$ cat src/rtl/tmenu_pkg.sv
package tmenu_pkg;

  typedef enum logic [2:0] {
    SEL_LUT      = 3'd0,
    SEL_REQ      = 3'd1,
    SEL_CARE     = 3'd2,
    SEL_VETO     = 3'd3,
    SEL_PRESCALE = 3'd4
  } cfg_sel_e;

  localparam int unsigned CNT_W   = 3;
  localparam int unsigned LUT_D   = 1 << CNT_W;
  localparam int unsigned INDEX_W = 8;

  // Default threshold content: bit k set when the count exceeds k.
  function automatic logic thr_bit(input int unsigned count, input int unsigned k);
    return count > k;
  endfunction

endpackage

$ cat src/rtl/tmenu_cfg.sv
module tmenu_cfg
  import tmenu_pkg::*;
#(
  parameter int unsigned NUM_FIELDS     = 4,
  parameter int unsigned COND_PER_FIELD = 4,
  parameter int unsigned NUM_ITEMS      = 16,
  parameter int unsigned PS_W           = 8,
  parameter int unsigned CFG_W          = 16,
  localparam int unsigned NC            = NUM_FIELDS * COND_PER_FIELD
) (
  input  logic                                        clk,
  input  logic                                        rst,
  input  logic                                        cfg_en,
  input  logic                                        cfg_we,
  input  logic [2:0]                                  cfg_sel,
  input  logic [7:0]                                  cfg_addr,
  input  logic [CFG_W-1:0]                            cfg_wdata,
  output logic [NUM_FIELDS-1:0][LUT_D-1:0][COND_PER_FIELD-1:0] lut,
  output logic [NUM_ITEMS-1:0][NC-1:0]                req,
  output logic [NUM_ITEMS-1:0][NC-1:0]                care,
  output logic [NUM_ITEMS-1:0]                        veto,
  output logic [NUM_ITEMS-1:0][PS_W-1:0]              ps,
  output logic [NUM_ITEMS-1:0]                        ps_load,
  output logic [PS_W-1:0]                             ps_wval
);

  logic wr_fire;
  assign wr_fire = cfg_en & cfg_we;
  assign ps_wval = cfg_wdata[PS_W-1:0];

  always_comb begin
    for (int i = 0; i < NUM_ITEMS; i++)
      ps_load[i] = wr_fire && (cfg_sel == SEL_PRESCALE) && (cfg_addr == 8'(i));
  end

  always_ff @(posedge clk) begin
    if (rst) begin
      for (int f = 0; f < NUM_FIELDS; f++)
        for (int c = 0; c < LUT_D; c++)
          for (int k = 0; k < COND_PER_FIELD; k++)
            lut[f][c][k] <= thr_bit(c, k);
      req  <= '0;
      care <= '0;
      veto <= '0;
      for (int i = 0; i < NUM_ITEMS; i++) ps[i] <= PS_W'(1);
    end else if (wr_fire) begin
      case (cfg_sel)
        SEL_LUT: begin
          for (int f = 0; f < NUM_FIELDS; f++)
            if (cfg_addr[7:3] == 5'(f))
              lut[f][cfg_addr[2:0]] <= cfg_wdata[COND_PER_FIELD-1:0];
        end
        SEL_REQ: begin
          for (int i = 0; i < NUM_ITEMS; i++)
            if (cfg_addr == 8'(i)) req[i] <= cfg_wdata[NC-1:0];
        end
        SEL_CARE: begin
          for (int i = 0; i < NUM_ITEMS; i++)
            if (cfg_addr == 8'(i)) care[i] <= cfg_wdata[NC-1:0];
        end
        SEL_VETO: veto <= cfg_wdata[NUM_ITEMS-1:0];
        SEL_PRESCALE: begin
          for (int i = 0; i < NUM_ITEMS; i++)
            if (ps_load[i]) ps[i] <= cfg_wdata[PS_W-1:0];
        end
        default: ;
      endcase
    end
  end

  // without an accepted write, no table changes on the next edge.
  assert_cfg_hold_R9: assert property (@(posedge clk) disable iff (rst)
    !wr_fire |=> ($stable(lut) && $stable(req) && $stable(care) && $stable(veto) && $stable(ps)));

endmodule

$ cat src/rtl/tmenu_decode.sv
module tmenu_decode
  import tmenu_pkg::*;
#(
  parameter int unsigned NUM_FIELDS     = 4,
  parameter int unsigned COND_PER_FIELD = 4,
  localparam int unsigned NC            = NUM_FIELDS * COND_PER_FIELD,
  localparam int unsigned TW            = NUM_FIELDS * CNT_W
) (
  input  logic                                                 clk,
  input  logic                                                 rst,
  input  logic [TW-1:0]                                        trig_in,
  input  logic [NUM_FIELDS-1:0][LUT_D-1:0][COND_PER_FIELD-1:0] lut,
  output logic [NC-1:0]                                        cond_q
);

  for (genvar f = 0; f < NUM_FIELDS; f++) begin : g_field
    logic [CNT_W-1:0] count;
    assign count = trig_in[f*CNT_W +: CNT_W];

    always_ff @(posedge clk) begin
      if (rst) cond_q[f*COND_PER_FIELD +: COND_PER_FIELD] <= '0;
      else     cond_q[f*COND_PER_FIELD +: COND_PER_FIELD] <= lut[f][count];
    end
  end

endmodule

$ cat src/rtl/tmenu_match.sv
module tmenu_match #(
  parameter int unsigned NC        = 16,
  parameter int unsigned NUM_ITEMS = 16
) (
  input  logic                         clk,
  input  logic                         rst,
  input  logic [NC-1:0]                cond_q,
  input  logic [NUM_ITEMS-1:0][NC-1:0] req,
  input  logic [NUM_ITEMS-1:0][NC-1:0] care,
  output logic [NUM_ITEMS-1:0]         match_q
);

  function automatic logic item_hit(input logic [NC-1:0] c, input logic [NC-1:0] r,
                                    input logic [NC-1:0] m);
    return (m != '0) && (((c ^ r) & m) == '0);
  endfunction

  for (genvar i = 0; i < NUM_ITEMS; i++) begin : g_item
    always_ff @(posedge clk) begin
      if (rst) match_q[i] <= 1'b0;
      else     match_q[i] <= item_hit(cond_q, req[i], care[i]);
    end

    // an all-zero care mask never yields a match.
    assert_empty_care_R4: assert property (@(posedge clk) disable iff (rst)
      (care[i] == '0) |=> !match_q[i]);
  end

endmodule

$ cat src/rtl/tmenu_select.sv
module tmenu_select
  import tmenu_pkg::*;
#(
  parameter int unsigned NUM_ITEMS = 16,
  parameter int unsigned PS_W      = 8
) (
  input  logic                           clk,
  input  logic                           rst,
  input  logic [NUM_ITEMS-1:0]           match_q,
  input  logic [NUM_ITEMS-1:0]           veto,
  input  logic [NUM_ITEMS-1:0][PS_W-1:0] ps,
  input  logic [NUM_ITEMS-1:0]           ps_load,
  input  logic [PS_W-1:0]                ps_wval,
  output logic [NUM_ITEMS-1:0]           item_q,
  output logic                           accept_q,
  output logic                           valid_q,
  output logic [INDEX_W-1:0]             index_q
);

  function automatic logic [PS_W-1:0] reload(input logic [PS_W-1:0] n);
    return (n == '0) ? '0 : n - PS_W'(1);
  endfunction

  function automatic logic [INDEX_W-1:0] first_set(input logic [NUM_ITEMS-1:0] v);
    logic [INDEX_W-1:0] r;
    r = '0;
    for (int i = NUM_ITEMS - 1; i >= 0; i--)
      if (v[i]) r = INDEX_W'(i);
    return r;
  endfunction

  function automatic logic bit_at(input logic [NUM_ITEMS-1:0] v, input logic [INDEX_W-1:0] idx);
    logic r;
    r = 1'b0;
    for (int i = 0; i < NUM_ITEMS; i++)
      if (INDEX_W'(i) == idx) r = v[i];
    return r;
  endfunction

  function automatic logic below_clear(input logic [NUM_ITEMS-1:0] v, input logic [INDEX_W-1:0] idx);
    logic r;
    r = 1'b1;
    for (int i = 0; i < NUM_ITEMS; i++)
      if ((INDEX_W'(i) < idx) && v[i]) r = 1'b0;
    return r;
  endfunction

  logic [NUM_ITEMS-1:0] pass;

  for (genvar i = 0; i < NUM_ITEMS; i++) begin : g_ps
    logic [PS_W-1:0] cnt;
    logic            hit;
    logic            armed;

    assign hit     = match_q[i] & ~veto[i];
    assign armed   = (ps[i] != '0);
    assign pass[i] = hit & armed & (cnt == '0);

    always_ff @(posedge clk) begin
      if (rst)                cnt <= '0;
      else if (ps_load[i])    cnt <= reload(ps_wval);
      else if (hit && armed)  cnt <= (cnt == '0) ? reload(ps[i]) : cnt - PS_W'(1);
    end

    // the counter stays inside the period of a non-zero prescale.
    assert_cnt_in_range_R6: assert property (@(posedge clk) disable iff (rst)
      (ps[i] != '0) |-> (cnt < ps[i]));
    // a zero prescale value never lets the item through.
    assert_zero_blocks_R6: assert property (@(posedge clk) disable iff (rst)
      (ps[i] == '0) |=> !item_q[i]);
    // a vetoed item never survives.
    assert_veto_blocks_R5: assert property (@(posedge clk) disable iff (rst)
      veto[i] |=> !item_q[i]);
  end

  always_ff @(posedge clk) begin
    if (rst) begin
      item_q   <= '0;
      accept_q <= 1'b0;
      valid_q  <= 1'b0;
      index_q  <= '0;
    end else begin
      item_q   <= pass;
      accept_q <= |pass;
      valid_q  <= |pass;
      index_q  <= first_set(pass);
    end
  end

  // a valid index names a surviving item with no lower survivor.
  assert_index_lowest_R7: assert property (@(posedge clk) disable iff (rst)
    valid_q |-> (bit_at(item_q, index_q) && below_clear(item_q, index_q)));
  // no survivor means no valid flag and no accept.
  assert_idle_quiet_R7: assert property (@(posedge clk) disable iff (rst)
    (item_q == '0) |-> (!valid_q && !accept_q));

endmodule

$ cat src/rtl/trig_menu.sv
module trig_menu
  import tmenu_pkg::*;
#(
  parameter int unsigned NUM_FIELDS     = 4,
  parameter int unsigned COND_PER_FIELD = 4,
  parameter int unsigned NUM_ITEMS      = 16,
  parameter int unsigned PS_W           = 8,
  parameter int unsigned CFG_W          = 16,
  localparam int unsigned NC            = NUM_FIELDS * COND_PER_FIELD,
  localparam int unsigned TW            = NUM_FIELDS * CNT_W
) (
  input  logic                 clk,
  input  logic                 rst,
  input  logic [TW-1:0]        trig_in,
  input  logic                 cfg_en,
  input  logic                 cfg_we,
  input  logic [2:0]           cfg_sel,
  input  logic [7:0]           cfg_addr,
  input  logic [CFG_W-1:0]     cfg_wdata,
  output logic [NUM_ITEMS-1:0] item_pass,
  output logic                 accept,
  output logic                 first_valid,
  output logic [INDEX_W-1:0]   first_index
);

  logic [NUM_FIELDS-1:0][LUT_D-1:0][COND_PER_FIELD-1:0] lut;
  logic [NUM_ITEMS-1:0][NC-1:0]   req;
  logic [NUM_ITEMS-1:0][NC-1:0]   care;
  logic [NUM_ITEMS-1:0]           veto;
  logic [NUM_ITEMS-1:0][PS_W-1:0] ps;
  logic [NUM_ITEMS-1:0]           ps_load;
  logic [PS_W-1:0]                ps_wval;
  logic [NC-1:0]                  cond_q;
  logic [NUM_ITEMS-1:0]           match_q;

  tmenu_cfg #(
    .NUM_FIELDS(NUM_FIELDS), .COND_PER_FIELD(COND_PER_FIELD),
    .NUM_ITEMS(NUM_ITEMS), .PS_W(PS_W), .CFG_W(CFG_W)
  ) u_cfg (
    .clk(clk), .rst(rst), .cfg_en(cfg_en), .cfg_we(cfg_we), .cfg_sel(cfg_sel),
    .cfg_addr(cfg_addr), .cfg_wdata(cfg_wdata), .lut(lut), .req(req), .care(care),
    .veto(veto), .ps(ps), .ps_load(ps_load), .ps_wval(ps_wval)
  );

  tmenu_decode #(
    .NUM_FIELDS(NUM_FIELDS), .COND_PER_FIELD(COND_PER_FIELD)
  ) u_decode (
    .clk(clk), .rst(rst), .trig_in(trig_in), .lut(lut), .cond_q(cond_q)
  );

  tmenu_match #(
    .NC(NC), .NUM_ITEMS(NUM_ITEMS)
  ) u_match (
    .clk(clk), .rst(rst), .cond_q(cond_q), .req(req), .care(care), .match_q(match_q)
  );

  tmenu_select #(
    .NUM_ITEMS(NUM_ITEMS), .PS_W(PS_W)
  ) u_select (
    .clk(clk), .rst(rst), .match_q(match_q), .veto(veto), .ps(ps),
    .ps_load(ps_load), .ps_wval(ps_wval), .item_q(item_pass), .accept_q(accept),
    .valid_q(first_valid), .index_q(first_index)
  );

  // nothing reaches the outputs in the first cycle out of reset.
  assert_pipe_empty_R8: assert property (@(posedge clk)
    $fell(rst) |-> (item_pass == '0 && !accept));

endmodule

$ cat config.mk
export PLATFORM = sky130hd
export DESIGN_NAME = trig_menu
export DESIGN_NICKNAME = d
export VERILOG_FILES = /design/src/rtl/tmenu_pkg.sv /design/src/rtl/tmenu_cfg.sv /design/src/rtl/tmenu_decode.sv /design/src/rtl/tmenu_match.sv /design/src/rtl/tmenu_select.sv /design/src/rtl/trig_menu.sv
export SDC_FILE = /design/constraint.sdc
export NUM_CORES = 2
export LEC_CHECK = 0
export ABC_AREA = 0
export BUFFER_PORTS_ARGS = -buffer_cell sky130_fd_sc_hd__buf_2
export CAP_MARGIN = 5
export CORE_MARGIN = 1
export CORE_UTILIZATION = 57
export CTS_CLUSTER_SIZE = 16
export DETAILED_ROUTE_END_ITERATION = 10
export GPL_TIMING_DRIVEN = 0
export PLACE_DENSITY = 0.76
export RECOVER_POWER = 50
export SYNTH_ARGS = -nofsm -noshare
export SYNTH_HDL_FRONTEND = slang
export SYNTH_SLANG_ARGS = --single-unit
$ cat constraint.sdc
create_clock -name clk -period 2.75 [get_ports clk]
set_input_delay 0.825 -clock clk [delete_from_list [all_inputs] [get_ports clk]]
set_output_delay 0.825 -clock clk [all_outputs]
set_load 0.005 [all_outputs]
==> reports/summary.txt <==
list of cells traversed by the critical path = clkbuf_2 -> xor2_1 -> a22oi_1 -> nand4_1 -> nor2_1
share of layout cells above drive strength 1 = 8.74%
overflow left after global routing = 0
antenna violations before repair = 11
number of levels in the clock H-tree = 3
number of flip-flops and latches in the synthesized netlist = 965
initial core utilization = 58.0%
Max rail drop VDD = 0.496 mV
hold_buf cts = 0
worst stage delay on the critical path = 1.03 ns
total routed wirelength = 180000 um
floorplan die height = 286 um
Async SR Flop Fraction = 0%
latest clock arrival within the worst-skew pair = 0.69 ns
end-of-flow core utilization = 64.7%
part of the cycle the worst path needs = 104%
routed vias = 46.2k
count of max-cap constraint violations = 0
Setup WS post-layout = -0.0992 ns
Via density = 6.52
Die Outline Area = 82000 um^2
Top FF cell, synth = sky130_fd_sc_hd__dfxtp_1
Worst Path Class, Setup = reg -> reg
gr usage total = 42.5%
Storage cell area = 19300 um^2
EDFF count, synth = 0
setup-violating endpoint count in the final report = 22
CP bufs+invs = 1
number of DRC violations after detailed-routing iteration 0 = 6802
Final ANT Viol Nets = 0
fillcell total = 6937
met3 wire len = 22800 um
critical path's slowest cell = sky130_fd_sc_hd__dfxtp_1
kind of end point of the critical path = flip-flop
fin crit period = 2.85 ns
average routed wire per standard cell = 25.5 um
HPWL Detailed = 122000 um
area of the core region = 79500 um^2
worst setup slack for register-to-register paths = -0.1 ns
number of search-and-repair iterations in the first detailed-routing pass = 9
number of buffers inserted during clock tree synthesis = 99
synthesized instance count = 5804
Area Growth Syn to Fin = 11.6%
std cell rows = 103
io pins = 69
Netlist Area Pre-Place = 46100 um^2
multi-input logic area = 24500 um^2
result of the run = complete, but fails checks
min-delay worst type = reg -> reg
upper clock frequency limit = 351 MHz
max-slew headroom at the worst pin = 5.87%
post-synthesis sequential area ratio = 41.9%
number of distinct library cell variants in the gate-level netlist after synthesis = 92
number of buffer cells added on primary ports = 38
number of clock sinks = 965
Hold Vio Cnt, Final = 0
pre-CTS setup slack = -2.29 ns
Tightest Pin Transition = 1.41 ns
post-synthesis area per instance = 7.94 um^2
net count of the finished layout = 6036
routed metal-1 wirelength = 67700 um
YS warnings = 0
topmost layer with routed signal wires = met5
Clock Path Buffers = 3
largest net degree at the start of global routing = 15
CP Max Fanout = 10
clock tree from TritonCTS = yes
worst clock skew = 0.0248 ns
number of remaining DRC errors = 0
vias in the first global route = 41.9k
crit path DAT = 3.35 ns
floorplan die width = 286 um
clock slew at reported path FFs = 0.06 ns
first-pass GRT wire length = 263000 um
number of pins exceeding their max-slew limit in the final report = 0
Worst path top cell family by delay = flip-flops
critical path launch point type = flip-flop
root buffer selected by CTS = sky130_fd_sc_hd__clkbuf_16
ratio of total power to cell area = 585 nW/um^2
CP Data Required Time = 3.26 ns
Leakage Power = 0.0187 uW
routed wl met2 = 75100 um
final weighted congestion in routability-driven placement = 1.02
violated checks = setup timing
==> synth_stat cells (13+ instances only) <==
| master | count | area share [%] |
|---|---|---|
| sky130_fd_sc_hd__nor3b_1 | 19 | 0.31 |
| sky130_fd_sc_hd__nor2_1 | 256 | 2.1 |
| sky130_fd_sc_hd__nand2b_1 | 17 | 0.23 |
| sky130_fd_sc_hd__o211ai_1 | 76 | 1.2 |
| sky130_fd_sc_hd__o31ai_1 | 14 | 0.23 |
| sky130_fd_sc_hd__buf_6 | 15 | 0.37 |
| sky130_fd_sc_hd__mux4_2 | 32 | 1.6 |
| sky130_fd_sc_hd__nand3b_1 | 15 | 0.24 |
| sky130_fd_sc_hd__a211o_1 | 29 | 0.55 |
| sky130_fd_sc_hd__clkbuf_1 | 333 | 2.7 |
| sky130_fd_sc_hd__o22ai_1 | 49 | 0.67 |
| sky130_fd_sc_hd__and3_1 | 13 | 0.18 |
| sky130_fd_sc_hd__buf_4 | 13 | 0.21 |
| sky130_fd_sc_hd__xnor2_1 | 61 | 1.2 |
| sky130_fd_sc_hd__xor2_1 | 283 | 5.4 |
| sky130_fd_sc_hd__nor3_1 | 79 | 0.86 |
| sky130_fd_sc_hd__a22oi_1 | 90 | 1.5 |
| sky130_fd_sc_hd__inv_1 | 97 | 0.79 |
| sky130_fd_sc_hd__a22o_1 | 18 | 0.34 |
| sky130_fd_sc_hd__nand3_1 | 372 | 4.0 |
| sky130_fd_sc_hd__o221ai_1 | 35 | 0.67 |
| sky130_fd_sc_hd__a221oi_1 | 23 | 0.44 |
| sky130_fd_sc_hd__nor2b_1 | 16 | 0.22 |
| sky130_fd_sc_hd__ha_1 | 44 | 1.2 |
| sky130_fd_sc_hd__nor4_1 | 98 | 1.3 |
| sky130_fd_sc_hd__o21ai_0 | 129 | 1.4 |
| sky130_fd_sc_hd__a21oi_1 | 756 | 8.2 |
| sky130_fd_sc_hd__nand4_1 | 55 | 0.75 |
| sky130_fd_sc_hd__and2_1 | 13 | 0.18 |
| sky130_fd_sc_hd__or4_1 | 19 | 0.31 |
| sky130_fd_sc_hd__dfxtp_1 | 965 | 42 |
| sky130_fd_sc_hd__mux2i_1 | 56 | 1.2 |
| sky130_fd_sc_hd__a211oi_1 | 56 | 0.91 |
| sky130_fd_sc_hd__o32ai_1 | 17 | 0.32 |
| sky130_fd_sc_hd__a222oi_1 | 17 | 0.37 |
| sky130_fd_sc_hd__buf_2 | 98 | 1.1 |
| sky130_fd_sc_hd__nand2_1 | 1332 | 11 |
==> state kept, by name (all words and copies together), names as in the netlist <==
name	flops
u_cfg.ps	128
u_select.item_q	16
u_cfg.req	256
u_select.g_ps.cnt	128
u_select.index_q	4
u_match.match_q	16
u_cfg.care	256
u_cfg.lut	128
u_decode.cond_q	16
u_select.accept_q	1
u_cfg.veto	16
==> layout make-up <==
class	count	area share (%)
Inverter	97	0.715
Tap cell	1050	2.55
Clock inverter	36	0.920
Timing Repair Buffer	64	0.905
Clock buffer	145	5.60
Sequential cell	965	37.6
Antenna cell	4	0.0195
Multi-Input combinational cell	4275	47.6
Buffer	447	4.10
==> stage by stage <==
stage                     power (uW)  instance area [um^2]  hold slack, ns  std cells  setup TNS [ns]
after floorplan                15200                 46100           0.430       5807               0
after global placement         16100                 47600           0.438       6895         -792.98
after global routing           30500                 51400           0.472       7082          -0.146
after CTS                      29900                 51300           0.453       7070               0
final                          30100                 51400           0.454       7083          -0.869
after detailed placement       16100                 47700           0.445       6903         -714.24
==> cells in the final DEF, fill, tap and decap left out, drive strengths merged, types with 32 or more instances in the layout <==
master and count:
o22ai 49, nor2 284, nand4 55, o221ai 35, o211ai 77, clkbuf 466
inv 99, o21ai 136, a22oi 90, nor3 86, nor4 103, nand3 372
dfxtp 965, xor2 283, mux4 32, a21oi 757, nand2 1335, a211oi 58
xnor2 61, buf 187, ha 44, mux2i 56
==> kinds of logic (layout without fill, tap and decap cells) <==
group	Yosys count	after routing	share of synthesized area (%)
AOI/OAI and AO/OA	1382	1382	18.3
adders and majority gates	44	44	1.19
DFF	965	965	41.9
other	1	8	0.00814
buffers and inverters	567	789	5.26
xor gates and xnor gates	344	344	6.54
muxes	89	89	2.80
and+or+nand+nor	2412	2412	24.0
==> final timing paths <==
| check | from | depth (start not counted) | end |
|---|---|---|---|
| max | u_decode.cond_q[15] | 5 | u_match.match_q[6] |
| min | u_cfg.lut[64] | 2 | u_cfg.lut[64] |
| max reg2reg | u_decode.cond_q[15] | 5 | u_match.match_q[6] |
| min reg2reg | u_cfg.lut[64] | 2 | u_cfg.lut[64] |
==> where the power goes <==
part	internal, uW	total (uW)	switching (uW)
registers	14000	14100	131
logic	348	1870	1520
clock network	8050	14100	6030
total	22400	30100	7680
==> what timing repair did <==
action,CTS,global route
endpoints found under the setup margin,491,353
gates resized for setup,72,36
pin swaps,4,6
setup buffers,5,13
==> worst reg2reg max path, stage by stage (launching register included) <==
cell and delay, ns:
sky130_fd_sc_hd__dfxtp_1 1.03, sky130_fd_sc_hd__clkbuf_2 0.65, sky130_fd_sc_hd__xor2_1 0.15, sky130_fd_sc_hd__a22oi_1 0.24
sky130_fd_sc_hd__nand4_1 0.11, sky130_fd_sc_hd__nor2_1 0.49
==> metal layers <==
metal  vias up  global-route usage, %
met1     21766                   55.0
met5         -                      0
met4        12                   30.1
li1      20535                      -
met2      3102                   62.2
met3       757                   9.97
(Power assumes the default switching activity.)
